==> src/rtl/devaddr_pkg.sv <==
// Package: shared constants for the device-address block.
// Assumes: opcode values are fixed by the command set and used by the decoder.
package devaddr_pkg;
    localparam int OP_W          = 8;
    localparam logic [7:0] OP_WR = 8'hB6;
    localparam logic [7:0] OP_RD = 8'hB7;
endpackage

==> src/rtl/devaddr_cmd_decode.sv <==
// Module: turns a command strobe plus opcode into write/read strobes.
// Assumes: one command per cycle; unknown opcodes produce no strobe.
module devaddr_cmd_decode #(
    parameter int             OP_W  = 8,
    parameter logic [OP_W-1:0] WR_OP = 8'hB6,
    parameter logic [OP_W-1:0] RD_OP = 8'hB7
) (
    input  logic            cmd_valid,
    input  logic [OP_W-1:0] cmd_op,
    output logic            wr_stb,
    output logic            rd_stb
);
    // Purpose: opcode match gated by the command strobe.
    always_comb begin
        wr_stb = cmd_valid && (cmd_op == WR_OP);
        rd_stb = cmd_valid && (cmd_op == RD_OP);
    end
endmodule

==> src/rtl/devaddr_shadow.sv <==
// Module: visible register, read-back latch and pending-activation flag.
// Assumes: bus_reset and status_ack are single-cycle pulses in clk domain.
module devaddr_shadow #(
    parameter int DATA_W = 8
) (
    input  logic              clk,
    input  logic              rst_n,
    input  logic              wr_stb,
    input  logic              rd_stb,
    input  logic [DATA_W-1:0] wdata,
    input  logic              bus_reset,
    input  logic              status_ack,
    output logic [DATA_W-1:0] vis_q,
    output logic [DATA_W-1:0] rd_q,
    output logic              apply
);
    logic pend_q;

    // Purpose: an acknowledge applies only a pending byte, and loses to a bus reset.
    always_comb apply = status_ack && pend_q && !bus_reset;

    // Purpose: hold the firmware-visible byte; a bus reset does not touch it.
    always_ff @(posedge clk) begin
        if (!rst_n)      vis_q <= '0;
        else if (wr_stb) vis_q <= wdata;
    end

    // Purpose: latch the visible byte on a read command.
    always_ff @(posedge clk) begin
        if (!rst_n)      rd_q <= '0;
        else if (rd_stb) rd_q <= vis_q;
    end

    // Purpose: track whether a written byte still awaits activation.
    always_ff @(posedge clk) begin
        if (!rst_n)         pend_q <= 1'b0;
        else if (bus_reset) pend_q <= 1'b0;
        else if (wr_stb)    pend_q <= 1'b1;
        else if (apply)     pend_q <= 1'b0;
    end

    assert_vis_keep_R6: assert property (@(posedge clk) disable iff (!rst_n)
        (bus_reset && !wr_stb) |=> $stable(vis_q));
    assert_cancel_R7: assert property (@(posedge clk) disable iff (!rst_n)
        bus_reset |=> !pend_q);
    assert_rd_keep_R9: assert property (@(posedge clk) disable iff (!rst_n)
        !rd_stb |=> $stable(rd_q));
endmodule

==> src/rtl/devaddr_active.sv <==
// Module: active address and enable seen by the bus-side token matcher.
// Assumes: apply is already gated against bus_reset by the shadow logic.
module devaddr_active #(
    parameter int ADDR_W = 7
) (
    input  logic            clk,
    input  logic            rst_n,
    input  logic            bus_reset,
    input  logic            apply,
    input  logic [ADDR_W:0] new_byte,
    output logic [ADDR_W-1:0] act_addr,
    output logic            act_en
);
    // Purpose: bus reset forces address zero and enable; acknowledge loads pending byte.
    always_ff @(posedge clk) begin
        if (!rst_n) begin
            act_addr <= '0;
            act_en   <= 1'b0;
        end else if (bus_reset) begin
            act_addr <= '0;
            act_en   <= 1'b1;
        end else if (apply) begin
            act_addr <= new_byte[ADDR_W-1:0];
            act_en   <= new_byte[ADDR_W];
        end
    end

    assert_hold_R3: assert property (@(posedge clk) disable iff (!rst_n)
        (!bus_reset && !apply) |=> ($stable(act_addr) && $stable(act_en)));
    assert_busrst_R6: assert property (@(posedge clk) disable iff (!rst_n)
        bus_reset |=> (act_addr == '0 && act_en));
endmodule

==> src/rtl/usb_devaddr_reg.sv <==
// Module: top of the USB device-address register block.
// Assumes: command, bus-reset and acknowledge inputs are synchronous to clk.
module usb_devaddr_reg #(
    parameter int ADDR_W = 7
) (
    input  logic              clk,
    input  logic              rst_n,
    input  logic              cmd_valid,
    input  logic [7:0]        cmd_op,
    input  logic [ADDR_W:0]   cmd_wdata,
    input  logic              bus_reset,
    input  logic              status_ack,
    output logic [ADDR_W-1:0] act_addr,
    output logic              dev_enable,
    output logic [ADDR_W:0]   rd_data
);
    import devaddr_pkg::*;
    localparam int DATA_W = ADDR_W + 1;

    logic              wr_stb, rd_stb, apply;
    logic [DATA_W-1:0] vis_q;

    devaddr_cmd_decode #(.OP_W(OP_W), .WR_OP(OP_WR), .RD_OP(OP_RD)) u_dec (
        .cmd_valid(cmd_valid), .cmd_op(cmd_op), .wr_stb(wr_stb), .rd_stb(rd_stb)
    );

    devaddr_shadow #(.DATA_W(DATA_W)) u_shadow (
        .clk(clk), .rst_n(rst_n), .wr_stb(wr_stb), .rd_stb(rd_stb),
        .wdata(cmd_wdata), .bus_reset(bus_reset), .status_ack(status_ack),
        .vis_q(vis_q), .rd_q(rd_data), .apply(apply)
    );

    devaddr_active #(.ADDR_W(ADDR_W)) u_active (
        .clk(clk), .rst_n(rst_n), .bus_reset(bus_reset), .apply(apply),
        .new_byte(vis_q), .act_addr(act_addr), .act_en(dev_enable)
    );

    assert_apply_R4: assert property (@(posedge clk) disable iff (!rst_n)
        apply |=> (act_addr == $past(vis_q[ADDR_W-1:0]) && dev_enable == $past(vis_q[ADDR_W])));
    assert_readback_R2: assert property (@(posedge clk) disable iff (!rst_n)
        rd_stb |=> (rd_data == $past(vis_q)));
    assert_ack_only_R5: assert property (@(posedge clk) disable iff (!rst_n)
        (status_ack && !apply && !bus_reset) |=> ($stable(act_addr) && $stable(dev_enable)));
endmodule

==> config.mk <==
export PLATFORM = sky130hd
export DESIGN_NAME = usb_devaddr_reg
export DESIGN_NICKNAME = d
export VERILOG_FILES = /design/src/rtl/devaddr_pkg.sv /design/src/rtl/devaddr_cmd_decode.sv /design/src/rtl/devaddr_shadow.sv /design/src/rtl/devaddr_active.sv /design/src/rtl/usb_devaddr_reg.sv
export SDC_FILE = /design/constraint.sdc
export NUM_CORES = 1
export LEC_CHECK = 0
export BUFFER_PORTS_ARGS = -buffer_cell sky130_fd_sc_hd__buf_2
export CORE_UTILIZATION = 53
export CTS_BUF_LIST = sky130_fd_sc_hd__clkbuf_8
export DETAILED_ROUTE_END_ITERATION = 10
export PLACE_DENSITY = 0.92
export SYNTH_ARGS = -nofsm -noshare
export SYNTH_HDL_FRONTEND = slang
export SYNTH_HIERARCHICAL = 1
export SYNTH_SLANG_ARGS = --single-unit
==> constraint.sdc <==
create_clock -name clk -period 2.6 [get_ports clk]
set_clock_uncertainty 0.05 [all_clocks]
set_input_delay 0.26 -clock clk [delete_from_list [all_inputs] [get_ports clk]]
set_output_delay 0.26 -clock clk [all_outputs]
set_load 0.02 [all_outputs]
==> qor.yml <==
sta:
  drv_slew: 0
  max_freq_ghz: 0.687
  fin_ws_ns: 1.14
  rsz0062_at_grt: "no"
  worst_pin_slew_ns: 0.487
  hold_viol_final: 0
  slew_headroom: 0.675
  post-route-min-period_ns: 1.46
  period_share: 0.560
  setup_tns_ns: 0
  setup_viol: 0
clocking:
  cts_tree: "built"
  clock_latency_ns: 0.27
  cts_root_buf: "clkbuf_8"
  clk_pin_slew_worst_paths_ns: 0.09
  numCtsBuffers: 3
  clock-sinks: 25
  htreeDepth: 1
  postCtsHoldBufs: 0
  cts_resized: 0
  cts_setup_buffers: 0
  cts_buffer_depth: 2
routing:
  first_iter_violations: 3
  wire_per_inst_um: 12.7
  routed_wl_um: 1900
  remaining_drc_errors: 0
  num_vias: 720
  drtPass1Iterations: 4
  vias_per_cell: 4.80
  antenna_left: 0
yosys:
  synth_nets: 108
  ys_seq_area_frac: 0.508
  ys_warn_count: 6
  synth_top_area_frac: 0.508
  synth_largest_area_cell: "dfxtp_1"
  synthTopCellsByArea: "dfxtp_1 51%, mux2i_1 23%, nor2b_1 11%"
  postSynthCellCount: 87
  avgSynthCellArea_sq_um: 11.3
  synth-seq-cells: 25
  synth_area_sq_um: 985
  ys_types: 14
critical_path:
  crit_fanout: 8
  cp_data_arrival_time_ns: 1.58
  critical_path_class: "flip-flop to flip-flop"
  crit_slowest_cell: "and3_1"
  required_ns: 2.72
  critPathLaunchType: "flip-flop"
  critPathMaxStageDelay_ns: 0.46
  worstPathCellList: "and3_1 -> mux2_4 -> o21a_1"
  cp-end-kind: "flip-flop"
floorplanning:
  dieHeight_um: 45.1
  core_sq_um: 1730
  die_w_um: 45.1
  num_rows: 15
  ioPinCount: 37
  initial_core_util: 0.570
  die_area_sq_um: 2030
pwr:
  power.leakage_nw: 0.501
  clkPwrFrac: 0.350
  power.total_w: 0.000640
  peakVddDrop_uv: 431
  switching_power_w: 0.000131
  internal_power_w: 0.000509
  seqPwrFrac: 0.600
  p_per_area_nw_per_um2: 524
  swShare: 0.205
  combPwrFrac: 0.049
global_route:
  grt_pass1_vias: 660
  grt_max_degree: 20
  grt_antenna_before_repair: 0
  track_usage: 0.207
  grt_pass1_wl_um: 2900
  grt-ovfl-total: 0
finish:
  n_antenna_cell: 0
  synthToLayoutAreaGrowth_pct: 24.0
  final_cell_area_sq_um: 1220
  layout-drive-gt1-share: 0.352
  fin_nets: 147
placement:
  placed_area_sq_um: 1170
  numPortBuffers: 36
  dp_hpwl_um: 1290
  dp_slack_ns: 1.05
  gp_congestion: 0.694
worst_hold_path:
  hold_class: "input pin to flip-flop"
outcome:
  status: "finished, final reports clean"
run:
  maxCapViolCount: 0
metal layers:
layer,routed length [um],part of all wire,track usage
met5,0,0,0
met2,896,0.47,0.357
met1,870,0.46,0.240
met3,123,0.065,0.0520
met4,10,0.0053,0.0909
cell type report:
type | count | area, sq um
multi-input cells | 56 | 440
clock inverters | 1 | 5.00
well taps | 25 | 31.3
flip-flops and latches | 25 | 500
repair buffers | 38 | 195
clock buffers | 3 | 41.3
fillers | 146 | 505
inverters | 2 | 7.51
critical path: cells and delay by family, from the launching register on:
| family | cells | cell delay [ns] |
|---|---|---|
| and+or+nand+nor | 1 | 0.46 |
| DFF | 1 | 0.34 |
| muxes | 1 | 0.34 |
| AOI/OAI and AO/OA | 1 | 0.16 |
final timing paths:
kind	cells after the start	slack (ns)	start	endpoint
setup / recovery	3	1.14	u_shadow/pend_q	u_active/act_en
hold / removal	2	0.18	bus_reset	u_active/act_en
setup reg to reg	3	1.14	u_shadow/pend_q	u_active/act_en
hold reg to reg	2	0.46	u_active/act_addr[2]	u_active/act_addr[2]
cell usage after synthesis:
library cell  count
and3_1            1
buf_4             1
buf_6             3
dfxtp_1          25
inv_1             2
mux2_4            1
mux2i_1          23
nand2b_1          1
nand4b_1          2
nor2_1            7
nor2b_1          17
nor3_1            2
o211a_1           1
o21a_1            1
through the flow:
stage	hold WS [ns]	cells	util
6_report	0.177	150	0.707
5_1_grt	0.192	150	0.707
4_1_cts	0.173	150	0.707
3_5_place_dp	0.436	146	0.680
3_3_place_gp	0.427	146	0.680
2_1_floorplan	0.327	87	-
cells by family (layout without fill, tap and decap cells):
logic type | Yosys count | after routing | synth area share
AOI/OAI and AO/OA | 2 | 2 | 0.0178
buffers and inverters | 6 | 44 | 0.0496
DFF | 25 | 25 | 0.508
muxes | 24 | 24 | 0.249
and+or+nand+nor | 30 | 30 | 0.175
layout by cell type (no fill, tap or decap), drive strengths merged:
| cell type | instances |
|---|---|
| clkbuf | 3 |
| nand4b | 2 |
| inv | 2 |
| and3 | 1 |
| nor2 | 7 |
| dfxtp | 25 |
| buf | 38 |
| mux2 | 1 |
| nor3 | 2 |
| o211a | 1 |
| clkinv | 1 |
| nor2b | 17 |
| nand2b | 1 |
| mux2i | 23 |
| o21a | 1 |
flip-flops by register name, summed over array words and instances (netlist names):
signal and count:
u_shadow/rd_q 8, u_shadow/vis_q 8, u_active/act_addr 7, u_active/act_en 1, u_shadow/pend_q 1
power by group through the flow:
stage / combinational, W / clock, W / sequential [W]
3_3_place_gp: 0.0000303 / 0 / 0.000393
5_1_grt: 0.0000346 / 0.000238 / 0.000385
6_report: 0.0000316 / 0.000224 / 0.000384
3_5_place_dp: 0.0000316 / 0 / 0.000394
4_1_cts: 0.0000318 / 0.000227 / 0.000384
2_1_floorplan: 0.0000118 / 0 / 0.000395
(Power assumes the default switching activity.)
